===== config.mk =====
export PLATFORM = sky130hd
export DESIGN_NAME = ctl_frame_gen
export DESIGN_NICKNAME = d
export VERILOG_FILES = /design/src/rtl/ctl_frame_pkg.sv /design/src/rtl/ctl_crc16.sv /design/src/rtl/ctl_req_latch.sv /design/src/rtl/ctl_frame_gen.sv
export SDC_FILE = /design/constraint.sdc
export NUM_CORES = 1
export LEC_CHECK = 0
export ABC_AREA = 1
export CAP_MARGIN = 20
export CORE_MARGIN = 3
export CORE_UTILIZATION = 32
export CTS_CLUSTER_DIAMETER = 120
export DETAILED_ROUTE_END_ITERATION = 16
export DONT_BUFFER_PORTS = 1
export PLACE_DENSITY = 0.49
export SLEW_MARGIN = 20
export SYNTH_ARGS = -nofsm -noshare
export SYNTH_HDL_FRONTEND = slang
export SYNTH_HIERARCHICAL = 1
export SYNTH_SLANG_ARGS = --single-unit

===== constraint.sdc =====
create_clock -name clk -period 2.6 [get_ports clk]
set_input_delay 0.39 -clock clk [delete_from_list [all_inputs] [get_ports clk]]
set_output_delay 0.39 -clock clk [all_outputs]
set_load 0.01 [all_outputs]

===== src/rtl/ctl_frame_pkg.sv =====
package ctl_frame_pkg;
    localparam int SYM_W   = 17;
    localparam int PAY_W   = 16;
    localparam logic [3:0] ACK_ID = 4'h2;
    localparam logic [3:0] NAK_ID = 4'h5;
    localparam logic [15:0] CRC_PRESET = 16'hFFFF;
    localparam logic [15:0] CRC_POLY   = 16'h1021;

    typedef enum logic [2:0] {
        ST_IDLE,
        ST_ACK_HDR,
        ST_ACK_BODY,
        ST_ACK_CRC,
        ST_NAK_HDR,
        ST_NAK_CRC
    } frm_state_t;
endpackage


===== src/rtl/ctl_crc16.sv =====
// One CRC-16 step over a whole 17-bit symbol, MSB first.
module ctl_crc16
    import ctl_frame_pkg::*;
(
    input  logic [15:0]      crc_in,
    input  logic [SYM_W-1:0] sym,
    output logic [15:0]      crc_out
);
    always_comb begin
        logic [15:0] c;
        logic        fb;
        c = crc_in;
        for (int i = SYM_W - 1; i >= 0; i--) begin
            fb = c[15] ^ sym[i];
            c  = {c[14:0], 1'b0};
            if (fb) c = c ^ CRC_POLY;
        end
        crc_out = c;
    end
endmodule


===== src/rtl/ctl_req_latch.sv =====
// Pending slots for both request kinds; a new request overwrites stored fields.
module ctl_req_latch #(
    parameter int SEQ_W  = 5,
    parameter int CRED_W = 8,
    parameter int TC_W   = 1
) (
    input  logic              clk,
    input  logic              rst_n,
    input  logic              ack_req,
    input  logic [SEQ_W-1:0]  ack_seq,
    input  logic [CRED_W-1:0] ack_credit,
    input  logic [TC_W-1:0]   ack_tc,
    input  logic              ack_creq,
    input  logic              nak_req,
    input  logic              nak_creq,
    input  logic              take_ack,
    input  logic              take_nak,
    output logic              ack_pend,
    output logic              nak_pend,
    output logic [SEQ_W-1:0]  st_seq,
    output logic [CRED_W-1:0] st_credit,
    output logic [TC_W-1:0]   st_tc,
    output logic              st_ack_creq,
    output logic              st_nak_creq
);
    always_ff @(posedge clk or negedge rst_n) begin
        if (!rst_n) begin
            ack_pend    <= 1'b0;
            nak_pend    <= 1'b0;
            st_seq      <= '0;
            st_credit   <= '0;
            st_tc       <= '0;
            st_ack_creq <= 1'b0;
            st_nak_creq <= 1'b0;
        end else begin
            // A new request wins over a same-cycle take of the old one.
            if (ack_req) begin
                ack_pend    <= 1'b1;
                st_seq      <= ack_seq;
                st_credit   <= ack_credit;
                st_tc       <= ack_tc;
                st_ack_creq <= ack_creq;
            end else if (take_ack) begin
                ack_pend <= 1'b0;
            end
            if (nak_req) begin
                nak_pend    <= 1'b1;
                st_nak_creq <= nak_creq;
            end else if (take_nak) begin
                nak_pend <= 1'b0;
            end
        end
    end
endmodule


===== src/rtl/ctl_frame_gen.sv =====
module ctl_frame_gen
    import ctl_frame_pkg::*;
#(
    parameter int          SEQ_W    = 5,
    parameter int          CRED_W   = 8,
    parameter int          TC_W     = 1,
    parameter logic [7:0]  ESC_CODE = 8'hA6
) (
    input  logic              clk,
    input  logic              rst_n,
    input  logic              ack_req,
    input  logic [SEQ_W-1:0]  ack_seq,
    input  logic [CRED_W-1:0] ack_credit,
    input  logic [TC_W-1:0]   ack_tc,
    input  logic              ack_creq,
    input  logic              nak_req,
    input  logic              nak_creq,
    output logic              out_valid,
    output logic [SYM_W-1:0]  out_sym,
    input  logic              out_ready
);
    localparam int GAP_W = PAY_W - SEQ_W - CRED_W;

    frm_state_t state_q, state_d;
    logic ack_pend, nak_pend, st_ack_creq, st_nak_creq;
    logic [SEQ_W-1:0]  st_seq, cur_seq;
    logic [CRED_W-1:0] st_credit, cur_credit;
    logic [TC_W-1:0]   st_tc, cur_tc;
    logic              cur_creq;
    logic [15:0]       crc_q, crc_next;
    logic              fire, at_boundary, take_ack, take_nak;

    ctl_req_latch #(.SEQ_W(SEQ_W), .CRED_W(CRED_W), .TC_W(TC_W)) u_latch (
        .clk(clk), .rst_n(rst_n),
        .ack_req(ack_req), .ack_seq(ack_seq), .ack_credit(ack_credit),
        .ack_tc(ack_tc), .ack_creq(ack_creq),
        .nak_req(nak_req), .nak_creq(nak_creq),
        .take_ack(take_ack), .take_nak(take_nak),
        .ack_pend(ack_pend), .nak_pend(nak_pend),
        .st_seq(st_seq), .st_credit(st_credit), .st_tc(st_tc),
        .st_ack_creq(st_ack_creq), .st_nak_creq(st_nak_creq)
    );

    ctl_crc16 u_crc (.crc_in(crc_q), .sym(out_sym), .crc_out(crc_next));

    assign fire        = out_valid && out_ready;
    assign at_boundary = (state_q == ST_IDLE) ||
                         (fire && (state_q == ST_ACK_CRC || state_q == ST_NAK_CRC));
    assign take_nak    = at_boundary && nak_pend;
    assign take_ack    = at_boundary && !nak_pend && ack_pend;

    // Next-state logic
    always_comb begin
        state_d = state_q;
        if (at_boundary) begin
            if (nak_pend)      state_d = ST_NAK_HDR;
            else if (ack_pend) state_d = ST_ACK_HDR;
            else               state_d = ST_IDLE;
        end else if (fire) begin
            unique case (state_q)
                ST_ACK_HDR:  state_d = ST_ACK_BODY;
                ST_ACK_BODY: state_d = ST_ACK_CRC;
                ST_NAK_HDR:  state_d = ST_NAK_CRC;
                default:     state_d = state_q;
            endcase
        end
    end

    // State register, frame snapshot and running CRC
    always_ff @(posedge clk or negedge rst_n) begin
        if (!rst_n) begin
            state_q    <= ST_IDLE;
            crc_q      <= CRC_PRESET;
            cur_seq    <= '0;
            cur_credit <= '0;
            cur_tc     <= '0;
            cur_creq   <= 1'b0;
        end else begin
            state_q <= state_d;
            if (at_boundary) begin
                crc_q <= CRC_PRESET;
            end else if (fire && (state_q == ST_ACK_HDR || state_q == ST_ACK_BODY ||
                                  state_q == ST_NAK_HDR)) begin
                crc_q <= crc_next;
            end
            if (take_nak) begin
                cur_creq <= st_nak_creq;
            end else if (take_ack) begin
                cur_seq    <= st_seq;
                cur_credit <= st_credit;
                cur_tc     <= st_tc;
                cur_creq   <= st_ack_creq;
            end
        end
    end

    // Output symbol per state
    always_comb begin
        logic [2:0]       tc3;
        logic [PAY_W-1:0] body;
        tc3 = '0;
        tc3[TC_W-1:0] = cur_tc;
        body = '0;
        body[PAY_W-1 -: SEQ_W] = cur_seq;
        body[CRED_W-1:0]       = cur_credit;
        out_valid = 1'b1;
        out_sym   = '0;
        unique case (state_q)
            ST_IDLE:     out_valid = 1'b0;
            ST_ACK_HDR:  out_sym = {1'b1, ESC_CODE, ACK_ID, tc3, cur_creq};
            ST_ACK_BODY: out_sym = {1'b0, body};
            ST_NAK_HDR:  out_sym = {1'b1, ESC_CODE, NAK_ID, 3'b000, cur_creq};
            ST_ACK_CRC,
            ST_NAK_CRC:  out_sym = {1'b0, crc_q};
            default:     out_valid = 1'b0;
        endcase
    end

    // Assertions
    assert_sym_hold_R7: assert property (@(posedge clk) disable iff (!rst_n)
        (out_valid && !out_ready) |=> (out_valid && $stable(out_sym)));

    assert_hdr_followed_R7: assert property (@(posedge clk) disable iff (!rst_n)
        (out_valid && out_ready && out_sym[16]) |=> (out_valid && !out_sym[16]));

    assert_nak_first_R6: assert property (@(posedge clk) disable iff (!rst_n)
        (state_q == ST_ACK_HDR && $past(state_q) != ST_ACK_HDR) |-> !$past(nak_pend));

    assert_ack_back_to_back_R9: assert property (@(posedge clk) disable iff (!rst_n)
        (ack_pend && !nak_pend && fire && (state_q == ST_ACK_CRC || state_q == ST_NAK_CRC))
        |=> (state_q == ST_ACK_HDR));

    assert_idle_no_valid_R1: assert property (@(posedge clk) disable iff (!rst_n)
        (state_q == ST_IDLE && !ack_pend && !nak_pend) |-> !out_valid);

    if (GAP_W < 0 || TC_W > 3) begin : g_bad_param
        initial $error("ctl_frame_gen: field widths do not fit a 16-bit payload");
    end
endmodule


# [After elaboration in Yosys (flattened, before gate mapping)]
# Cells that the tools add are included.
[totals] wordCells=107 out_inout_bits=18 ff_bits=52
[op_classes] n_bitwise=35 n_eq_ne=5 mux=32 n_reduce_logical=22
[op_table] op="$mux W13" count=17
[op_table] op="$pmux W17 S4" count=1
[op_table] op="$not A3 Y3" count=17
[op_table] op="$mux W16" count=2
[op_table] op="$xor A1 B1 Y1" count=17
[op_table] op="$reduce_bool A2 Y1" count=5
[op_table] op="$mux W3" count=3
[op_table] op="$pmux W3 S3" count=1
[op_table] op="$mux W1" count=8
[op_table] op="$eq A3 B2 Y1 const B" count=2
[op_table] op="$eq A3 B3 Y1 const B" count=2
[op_table] op="$logic_and A1 B1 Y1" count=6
[op_table] op="$reduce_or A5 Y1" count=1
[op_table] op="$logic_or A1 B1 Y1" count=4
[op_table] op="$reduce_and A2 Y1" count=2
[op_table] op="$reduce_bool A4 Y1" count=1
[op_table] op="$eq A3 B1 Y1 const B" count=1
[op_table] op="$logic_not A3 Y1" count=1
[op_table] op="$reduce_or A2 Y1" count=1
[op_table] op="$logic_not A1 Y1" count=1
[op_table] op="$not A1 Y1" count=1

# [Longest topological paths before layout]
# Gate-level depths: netlist of the first run.
[logic_depth] word_depth=39 depth_mapped=20 depth_no_buf=20

# [By module]
# Netlist of the first run, hierarchy kept.
[by_module_without_submodules] module="ctl_frame_gen" cells_each=215 instances=1 area_per_inst_um2=1774.2 seq_area_each_um2=870.8
[by_module_without_submodules] module="ctl_crc16" cells_each=146 instances=1 area_per_inst_um2=885.8 seq_area_each_um2=0.0
[by_module_without_submodules] module="ctl_req_latch" cells_each=77 instances=1 area_per_inst_um2=723.2 seq_area_each_um2=450.4

# [Worst setup path after synthesis of the first run]
# Ideal clock, no wire load.
[synth_path] path_kind="reg2reg" start="register state_q[2]" end="register crc_q[12]" path_stages_with_launch=20 synth_period_minus_slack_ns=2.428 t_required_ns=2.521 path_buffers=1 setup_time_ns=0.079 arrival_time_ns=2.349 slack_ns=0.172 cell_sequence="dfrtp_1 inv_1 nand2_1 nand2_1 inv_2 buf_2 nand2_1 nand3_1 xnor2_1 nand2_2 nand2_4 nand2_4 nand2_4 nand2_1 nand2_1 inv_1 nand2_1 nand2_1 nor2_1 a21oi_2"
[synth_rtl] element="start, declared" line_no="ctl_frame_gen.sv:24" text="frm_state_t state_q, state_d;"
[synth_rtl] element="start signal, assigned" line_no="ctl_frame_gen.sv:79" text="state_q <= state_d;"
[synth_rtl] element="$eq A3 B2 Y1 / $eq A3 B3 Y1 (equally long branches)" line_no="ctl_frame_gen.sv:108" text="unique case (state_q)"
[synth_rtl] element="$reduce_or A2 Y1"
[synth_rtl] element="$pmux W17 S4 (*)" line_no="ctl_frame_gen.sv:108"
[synth_rtl] element="named net out_sym[15]" line_no="ctl_frame_gen.sv:19" text="output logic [SYM_W-1:0] out_sym,"
[synth_rtl] element="$xor A1 B1 Y1 (*)" line_no="ctl_crc16.sv:14" text="fb = c[15] ^ sym[i];"
[synth_rtl] element="$mux W13 (*)" line_no="ctl_crc16.sv:16" text="if (fb) c = c ^ CRC_POLY;"
[synth_rtl] element="$xor A1 B1 Y1 / $mux W13 (equally long branches)" line_no="ctl_crc16.sv:14, ctl_crc16.sv:16"
[synth_rtl] element="$mux W13 (*)" line_no="ctl_crc16.sv:16"
[synth_rtl] element="[... 5 more ...]"
[synth_rtl] element="$mux W13" line_no="ctl_crc16.sv:16"
[synth_rtl] element="$mux W13 (tied with other cells)" line_no="ctl_crc16.sv:16"
[synth_rtl] element="$mux W13" line_no="ctl_crc16.sv:16"
[synth_rtl] element="$not A3 Y3 (no source line) / $xor A1 B1 Y1 (equally long branches)"
[synth_rtl] element="$mux W13 (*)" line_no="ctl_crc16.sv:16"
[synth_rtl] element="named net crc_next[12]" line_no="ctl_frame_gen.sv:30" text="logic [15:0] crc_q, crc_next;"
[synth_rtl] element="$mux W16 (*)" line_no="ctl_frame_gen.sv:82" text="end else if (fire && (state_q == ST_ACK_HDR || state_q == ST_ACK_BODY ||"
[synth_rtl] element="$mux W16 (*)" line_no="ctl_frame_gen.sv:80" text="if (at_boundary) begin"
[synth_rtl] element="end signal, assigned" line_no="ctl_frame_gen.sv:84" text="crc_q <= crc_next;"
[synth_rtl] element="end, declared" line_no="ctl_frame_gen.sv:30"
# The timed path passes the listed nets; every way through them passes the cells marked *. The select of a mux whose other input is x is not followed.
# A chain may end at the register's enable or synchronous reset.

# [Worst setup path after layout of the first run]
[layout_path] start="register state_q[2]" end="register crc_q[7]"
[layout_via] elab_chain_len=19
[layout_lines] element="$eq A3 B2 Y1 / $eq A3 B3 Y1 (equally long branches)" line_no="ctl_frame_gen.sv:108"
[layout_lines] element="$reduce_or A2 Y1"
[layout_lines] element="$pmux W17 S4 (*)" line_no="ctl_frame_gen.sv:108"
[layout_lines] element="$xor A1 B1 Y1" line_no="ctl_crc16.sv:14"
[layout_lines] element="$mux W13" line_no="ctl_crc16.sv:16"
[layout_lines] element="$xor A1 B1 Y1 / $mux W13 (equally long branches)" line_no="ctl_crc16.sv:14, ctl_crc16.sv:16"
[layout_lines] element="$mux W13" line_no="ctl_crc16.sv:16"
[layout_lines] element="$xor A1 B1 Y1 / $mux W13 (equally long branches)" line_no="ctl_crc16.sv:14, ctl_crc16.sv:16"
[layout_lines] element="$mux W13 (3 in a row)" line_no="ctl_crc16.sv:16"
[layout_lines] element="$mux W13 / $not A3 Y3 (equally long branches)"
[layout_lines] element="$mux W13" line_no="ctl_crc16.sv:16"
[layout_lines] element="$not A3 Y3 (no source line) / $xor A1 B1 Y1 (equally long branches)"
[layout_lines] element="$mux W13 (*) (3 in a row)" line_no="ctl_crc16.sv:16"
[layout_lines] element="named net crc_next[7]" line_no="ctl_frame_gen.sv:30"
[layout_lines] element="$mux W16 (*)" line_no="ctl_frame_gen.sv:82"
[layout_lines] element="$mux W16 (*)" line_no="ctl_frame_gen.sv:80"
# Marks and branches as above.

==> results_dict.tcl, run 1 <==
set metrics [dict create \
    outcome "finished, final reports clean" \
    hold_depth 2 \
    antenna_left 0 \
    die_area_sq_um 11840 \
    drt_iter0_drc 130 \
    dr.pass1.iters 4 \
    synth_cell_types 31 \
    die_w_microns 108.8 \
    grt_max_degree 53 \
    fin_nets 487 \
    timing.hold.ws_ns 0.1882 \
    hp-class "input port to flop" \
    power_frac_comb_pct 3.4 \
    yosys.area.top_type "dfrtp_1" \
    synth.most_common_cell "nand2_1" \
    ys_warn_count 6 \
    required_ns 2.84 \
    ir_worst_vdd_mv 0.2763 \
    routed_wirelength_microns 8481 \
    max_freq_ghz 0.4074 \
    critPathMaxStageDelay_ns 0.42 \
    finalHoldViolations 0 \
    overflow 0 \
    fin_cells 600 \
    crit_path_top_delay_cell "dfrtp_1" \
    grt_pass1_vias 2539 \
    post-place-ws_ns 0.05868 \
    finish.utilization_pct 39.20 \
    p_sw_mw 0.3274 \
    core_region_area_sq_um 10040 \
    remaining_drc_errors 0 \
    fillers 1057 \
    n_antenna_cell 0 \
    die_h_microns 108.8 \
    track_usage_pct 14.85 \
    r2r_cells 14 \
    leakagePower_nw 2.042 \
    cts.clk_slew.worst_paths_ns 0.10 \
    ys_ff_latch 52 \
    port_buffers 0 \
    worstSetupPathType "flop to flop" \
    worst_slack_ns 0.1452 \
    seq_area_sq_um 1323 \
    ys.flop_type "dfrtp_1" \
    setup_violations 0 \
    arrival_ns 2.69 \
    htreeDepth 2 \
    placedCellCount 585 \
    multiInputGateArea_sq_um 1914 \
    p_clk_share_pct 42.4 \
    gp_congestion 0.8852 \
    p_sw_share_pct 20.95 \
    grt_pass1_wl_microns 13480 \
    path_cells "inv_1, nand2_1, nor2_1, buf_4, a22o_1, xnor2_4, xor2_2, nand2_2, nand2_4, nand2_4, nand3_1, nand2_1, nor2_1, a21oi_2" \
    drv_slew 0 \
    root_buffer "clkbuf_8" \
    period_needed_ns 2.455 \
    ios 39 \
    viasPerCell 4.630 \
    fin_crit_sh_pct 94.42 \
    cts_tree "done" \
    tightestPinTransition_ns 0.5083 \
    yosys-top-cells-area "dfrtp_1, nand2_1, dfstp_2, nor2_1, nand2_2" \
    synthCells 438 \
    p_per_area_nw_per_um2 396.9 \
    synthesis.area_sq_um 3383 \
    wl_per_cell_microns 14.14 \
    synthTopCellsByCount "nand2_1, nor2_1, dfrtp_1" \
    antenna_found_initial 0 \
    synth_edf_count 0 \
    clock_skew_ns 0.01058 \
    endpoint_kind "flop" \
    cp-start-kind "flop" \
    drive_above_1_share_pct 28.91 \
    area_delta_synth_final_pct 16.38 \
    synth_top_area_share_pct 26.63 \
    clock_latency_ns 0.31 \
    internal-power_mw 1.236 \
    cts.sinks 52 \
    place_hpwl_microns 6497 \
    seqPwrFrac_pct 54.2 \
    row_count 36 \
    seq_area_frac_synth_pct 39.05 \
    synthesis.nets 459 \
    maxCapViolCount 0 \
    slew_headroom_pct 66.00 \
    initial_utilization_pct 33.68 \
    cts_buffer_depth 2 \
    cts_made_buffers 5 \
    async_flop_share_pct 100.0 \
    cp_max_fo 14 \
    vias 2778 \
    syn_avg_cell_area_sq_um 7.724 \
]
-- routing by layer --
layer | GRT usage [%] | part of all wire (%) | vias to the layer above
li1 | - | - | 1396
met1 | 20.63 | 48 | 1310
met2 | 23.43 | 45 | 55
met3 | 2.191 | 3.6 | 17
met4 | 5.500 | 3.0 | 0
met5 | 0 | 0 | -
-- path summary, 6_finish.rpt --
check,start,end,slack (ns)
max,state_q[2],crc_q[7],0.15
min,nak_req,u_latch/nak_pend,0.19
min reg2reg,u_latch/st_nak_creq,u_latch/st_nak_creq,0.48
max in group asynchronous,rst_n,crc_q[3],1.73
min in group asynchronous,rst_n,u_latch/ack_pend,0.58
max reg2reg,state_q[2],crc_q[7],0.15
-- layout by cell type (no fill, tap or decap), types with 9 or more instances in the layout --
cell type,instances
nand2_4,9
dfrtp_1,35
nor2_1,41
inv_1,27
nand3_1,12
xor2_1,12
a21oi_2,11
nand2_1,174
buf_4,30
nand2_2,30
dfstp_2,16
-- state kept, by name (all words and copies together) (netlist names) --
signal and cells:
u_latch/st_seq 5, cur_seq 5, u_latch/st_tc 1, state_q 3, u_latch/nak_pend 1, u_latch/ack_pend 1
cur_tc 1, crc_q 16, u_latch/st_credit 8, cur_credit 8, u_latch/st_ack_creq 1, cur_creq 1
u_latch/st_nak_creq 1
-- through the flow --
step	total power [mW]	instance area (sq um)	TNS, ns
5_1_grt	1.624	3938	-0.04769
6_report	1.563	3938	0
3_5_place_dp	0.8942	3622	0
2_1_floorplan	0.8951	3383	0
3_3_place_gp	0.8925	3622	0
4_1_cts	1.581	3792	0
-- power by group through the flow --
stage	clock network (mW)	registers (mW)	logic (mW)
3_3_place_gp	0	0.862	0.0308
5_1_grt	0.711	0.850	0.0634
2_1_floorplan	0	0.858	0.0370
6_report	0.663	0.847	0.0528
4_1_cts	0.679	0.847	0.0553
3_5_place_dp	0	0.862	0.0322
-- worst max-delay path: cells and delay by family, from the launching register on --
family	cells	cell delay (ns)
XOR/XNOR	2	0.46
AO/OA/AOI/OAI	2	0.39
flip-flops	1	0.42
buffers and inverters	2	0.34
AND/OR/NAND/NOR	8	0.78
-- logic make-up (layout without fill, tap and decap cells) --
group / count (synthesis) / count (layout) / synth area share, %
XOR/XNOR: 35 / 35 / 11.17
AND/OR/NAND/NOR: 278 / 278 / 36.06
AO/OA/AOI/OAI: 29 / 29 / 6.287
buffers and inverters: 44 / 73 / 7.433
flip-flops: 52 / 52 / 39.05
-- final cells by class --
class	instances	share of cell area, %
inverters	33	3.527
multi-input cells	342	48.62
well taps	133	4.226
repair buffers	32	6.673
flip-flops and latches	52	33.59
clock buffers	6	1.843
clock inverters	2	1.525
-- repair_timing --
action | CTS | global route
hold buffers | 2 | 0
hold endpoints to repair | 52 | 0
gates resized for setup | 0 | 25
setup buffers | 0 | 5
setup endpoints to repair | 0 | 14
(Power assumes the default switching activity.)
==> run 2, diff against run 1 <==
==> constraint.sdc (replaced) <==
create_clock -name clk -period 2.6 [get_ports clk]
set_input_delay 0 -clock clk [delete_from_list [all_inputs] [get_ports clk]]
set_output_delay 0 -clock clk [all_outputs]
set_load 0.01 [all_outputs]
==> run 2 against run 1 <==
Critical path type unchanged. Routed wire length up 1.7%. Combinational power up 51%. Highest routed layer unchanged. Utilization increased by 1.9 points. First-iteration DRC count decreased by 7.7%. Register-to-register slack improved by 0.02 ns. Largest cell class unchanged. Worst setup slack better by 0.024 ns. Flip-flop and latch count did not move.
==> results_dict.tcl, run 2 (synthesized netlist as in run 1, its figures left out) <==
set metrics [dict create \
    outcome "finished, final reports clean" \
    seqPwrFrac_pct 53.4 \
    viasPerCell 4.567 \
    fin_cells 619 \
    required_ns 2.85 \
    fin_crit_sh_pct 93.49 \
    area_delta_synth_final_pct 22.00 \
    r2r_cells 15 \
    die_area_sq_um 11840 \
    fin_area_sq_um 4128 \
    die_h_microns 108.8 \
    grt_max_degree 53 \
    drv_slew 0 \
    ir_worst_vdd_mv 0.2759 \
    remaining_drc_errors 0 \
    drive_above_1_share_pct 27.78 \
    cp_max_fo 14 \
    finish.utilization_pct 41.09 \
    root_buffer "clkbuf_8" \
    period_needed_ns 2.431 \
    fillers 1036 \
    clock_skew_ns 0.009543 \
    track_usage_pct 15.14 \
    cp-start-kind "flop" \
    max_freq_ghz 0.4114 \
    dpl_cell_area_sq_um 3622 \
    cts.sinks 52 \
    fin_nets 506 \
    p_per_area_nw_per_um2 384.3 \
    cts_buffer_depth 2 \
    path_cells "inv_1, nand2_1, nor2_1, buf_4, a22o_1, xnor2_4, xor2_2, nand2_2, nand2_4, nand2_4, nand2_2, nand2_1, nand2_1, nor2_1, a21oi_2" \
    critPathMaxStageDelay_ns 0.43 \
    endpoint_kind "flop" \
    cts_made_buffers 5 \
    die_w_microns 108.8 \
    routed_wirelength_microns 8622 \
    top_regs "crc_q x16, cur_credit x8, u_latch/st_credit x8" \
    hold_start "out_ready" \
    cpMostUsedCell "nand2_1" \
    hold_depth 4 \
    drt_iter0_drc 120 \
    overflow 0 \
    wl_per_cell_microns 13.93 \
    grt_pass1_vias 2642 \
    vias 2827 \
    ios 39 \
    htreeDepth 2 \
    largest_register_ffs 16 \
    core_region_area_sq_um 10040 \
    arrival_ns 2.68 \
    antenna_found_initial 0 \
    internal-power_mw 1.254 \
    multiInputGateArea_sq_um 1914 \
    cts_tree "done" \
    p_sw_mw 0.3323 \
    clock_latency_ns 0.31 \
    crit_path_top_delay_cell "dfrtp_1" \
    grt_pass1_wl_microns 13770 \
    placedCellCount 585 \
    final_cell_mix "nand2_1, nor2_1, dfrtp_1" \
    seq_area_sq_um 1323 \
    power_frac_comb_pct 5.0 \
    port_buffers 0 \
    row_count 36 \
    worstSetupPathType "flop to flop" \
    slew_headroom_pct 58.34 \
    maxCapViolCount 0 \
    n_antenna_cell 0 \
    antenna_left 0 \
    cts.clk_slew.worst_paths_ns 0.10 \
    fin_tns_setup_ns 0 \
    hp-class "input port to flop" \
    rr_startpoint "state_q[2]" \
    p_clk_share_pct 41.6 \
    leakagePower_nw 2.120 \
    p_sw_share_pct 20.95 \
    startpoint "state_q[2]" \
    gp_congestion 0.8852 \
    regMostFlops "crc_q" \
    dr.pass1.iters 4 \
    setup_violations 0 \
    final_common_cell "nand2_1" \
    finalHoldViolations 0 \
    place_hpwl_microns 6497 \
    initial_utilization_pct 33.68 \
    tightestPinTransition_ns 0.6228 \
]
-- run 2: power by group through the flow --
stage,combinational (mW),sequential (mW),clock [mW]
detailed placement,0.0322,0.862,0
global placement,0.0308,0.862,0
CTS,0.0815,0.847,0.679
floorplan,0.0370,0.858,0
global route,0.0916,0.850,0.711
finish,0.0797,0.847,0.660
-- run 2: cell type report --
| type | count | share of cell area (%) |
|---|---|---|
| timing repair buffer | 51 | 10.97 |
| multi-input combinational | 342 | 46.38 |
| inverter | 33 | 3.365 |
| clock buffer | 6 | 1.758 |
| clock inverter | 2 | 1.455 |
| tap | 133 | 4.032 |
| sequential | 52 | 32.04 |
-- run 2: critical path, delay by kind of cell (launching register included) --
family                    cells  cell delay (ns)
DFF                           1             0.43
xor gates and xnor gates      2             0.46
and+or+nand+nor               9             0.72
AOI/OAI and AO/OA             2             0.44
buffers and inverters         2             0.33
-- run 2: final timing paths --
path,end,slack (ns)
max,crc_q[14],0.17
min,state_q[2],0.01
max reg2reg,crc_q[14],0.17
min reg2reg,u_latch/ack_pend,0.48
max in group asynchronous,crc_q[1],2.11
min in group asynchronous,u_latch/ack_pend,0.19
-- run 2: timing repair --
item | 4_1_cts | 5_1_grt
hold buffers | 21 | 0
buffers inserted | 0 | 5
endpoints found under the hold margin | 71 | 0
resized for setup | 0 | 25
endpoints found under the setup margin | 0 | 14
-- run 2: per-layer routing --
metal	wire length, microns	GRT usage (%)
met2	3957	24.32
met3	296	2.191
met4	212	5.500
met5	0	0
met1	4155	20.74
-- run 2: metrics by stage --
step	hold slack, ns	setup slack [ns]	total power, mW
floorplan	-0.2956	0.1723	0.8951
global placement	-0.2935	0.1302	0.8925
detailed placement	-0.2938	0.05868	0.8942
CTS	0.006204	0.03974	1.607
global route	0.05806	-0.02807	1.653
finish	0.01218	0.1692	1.586
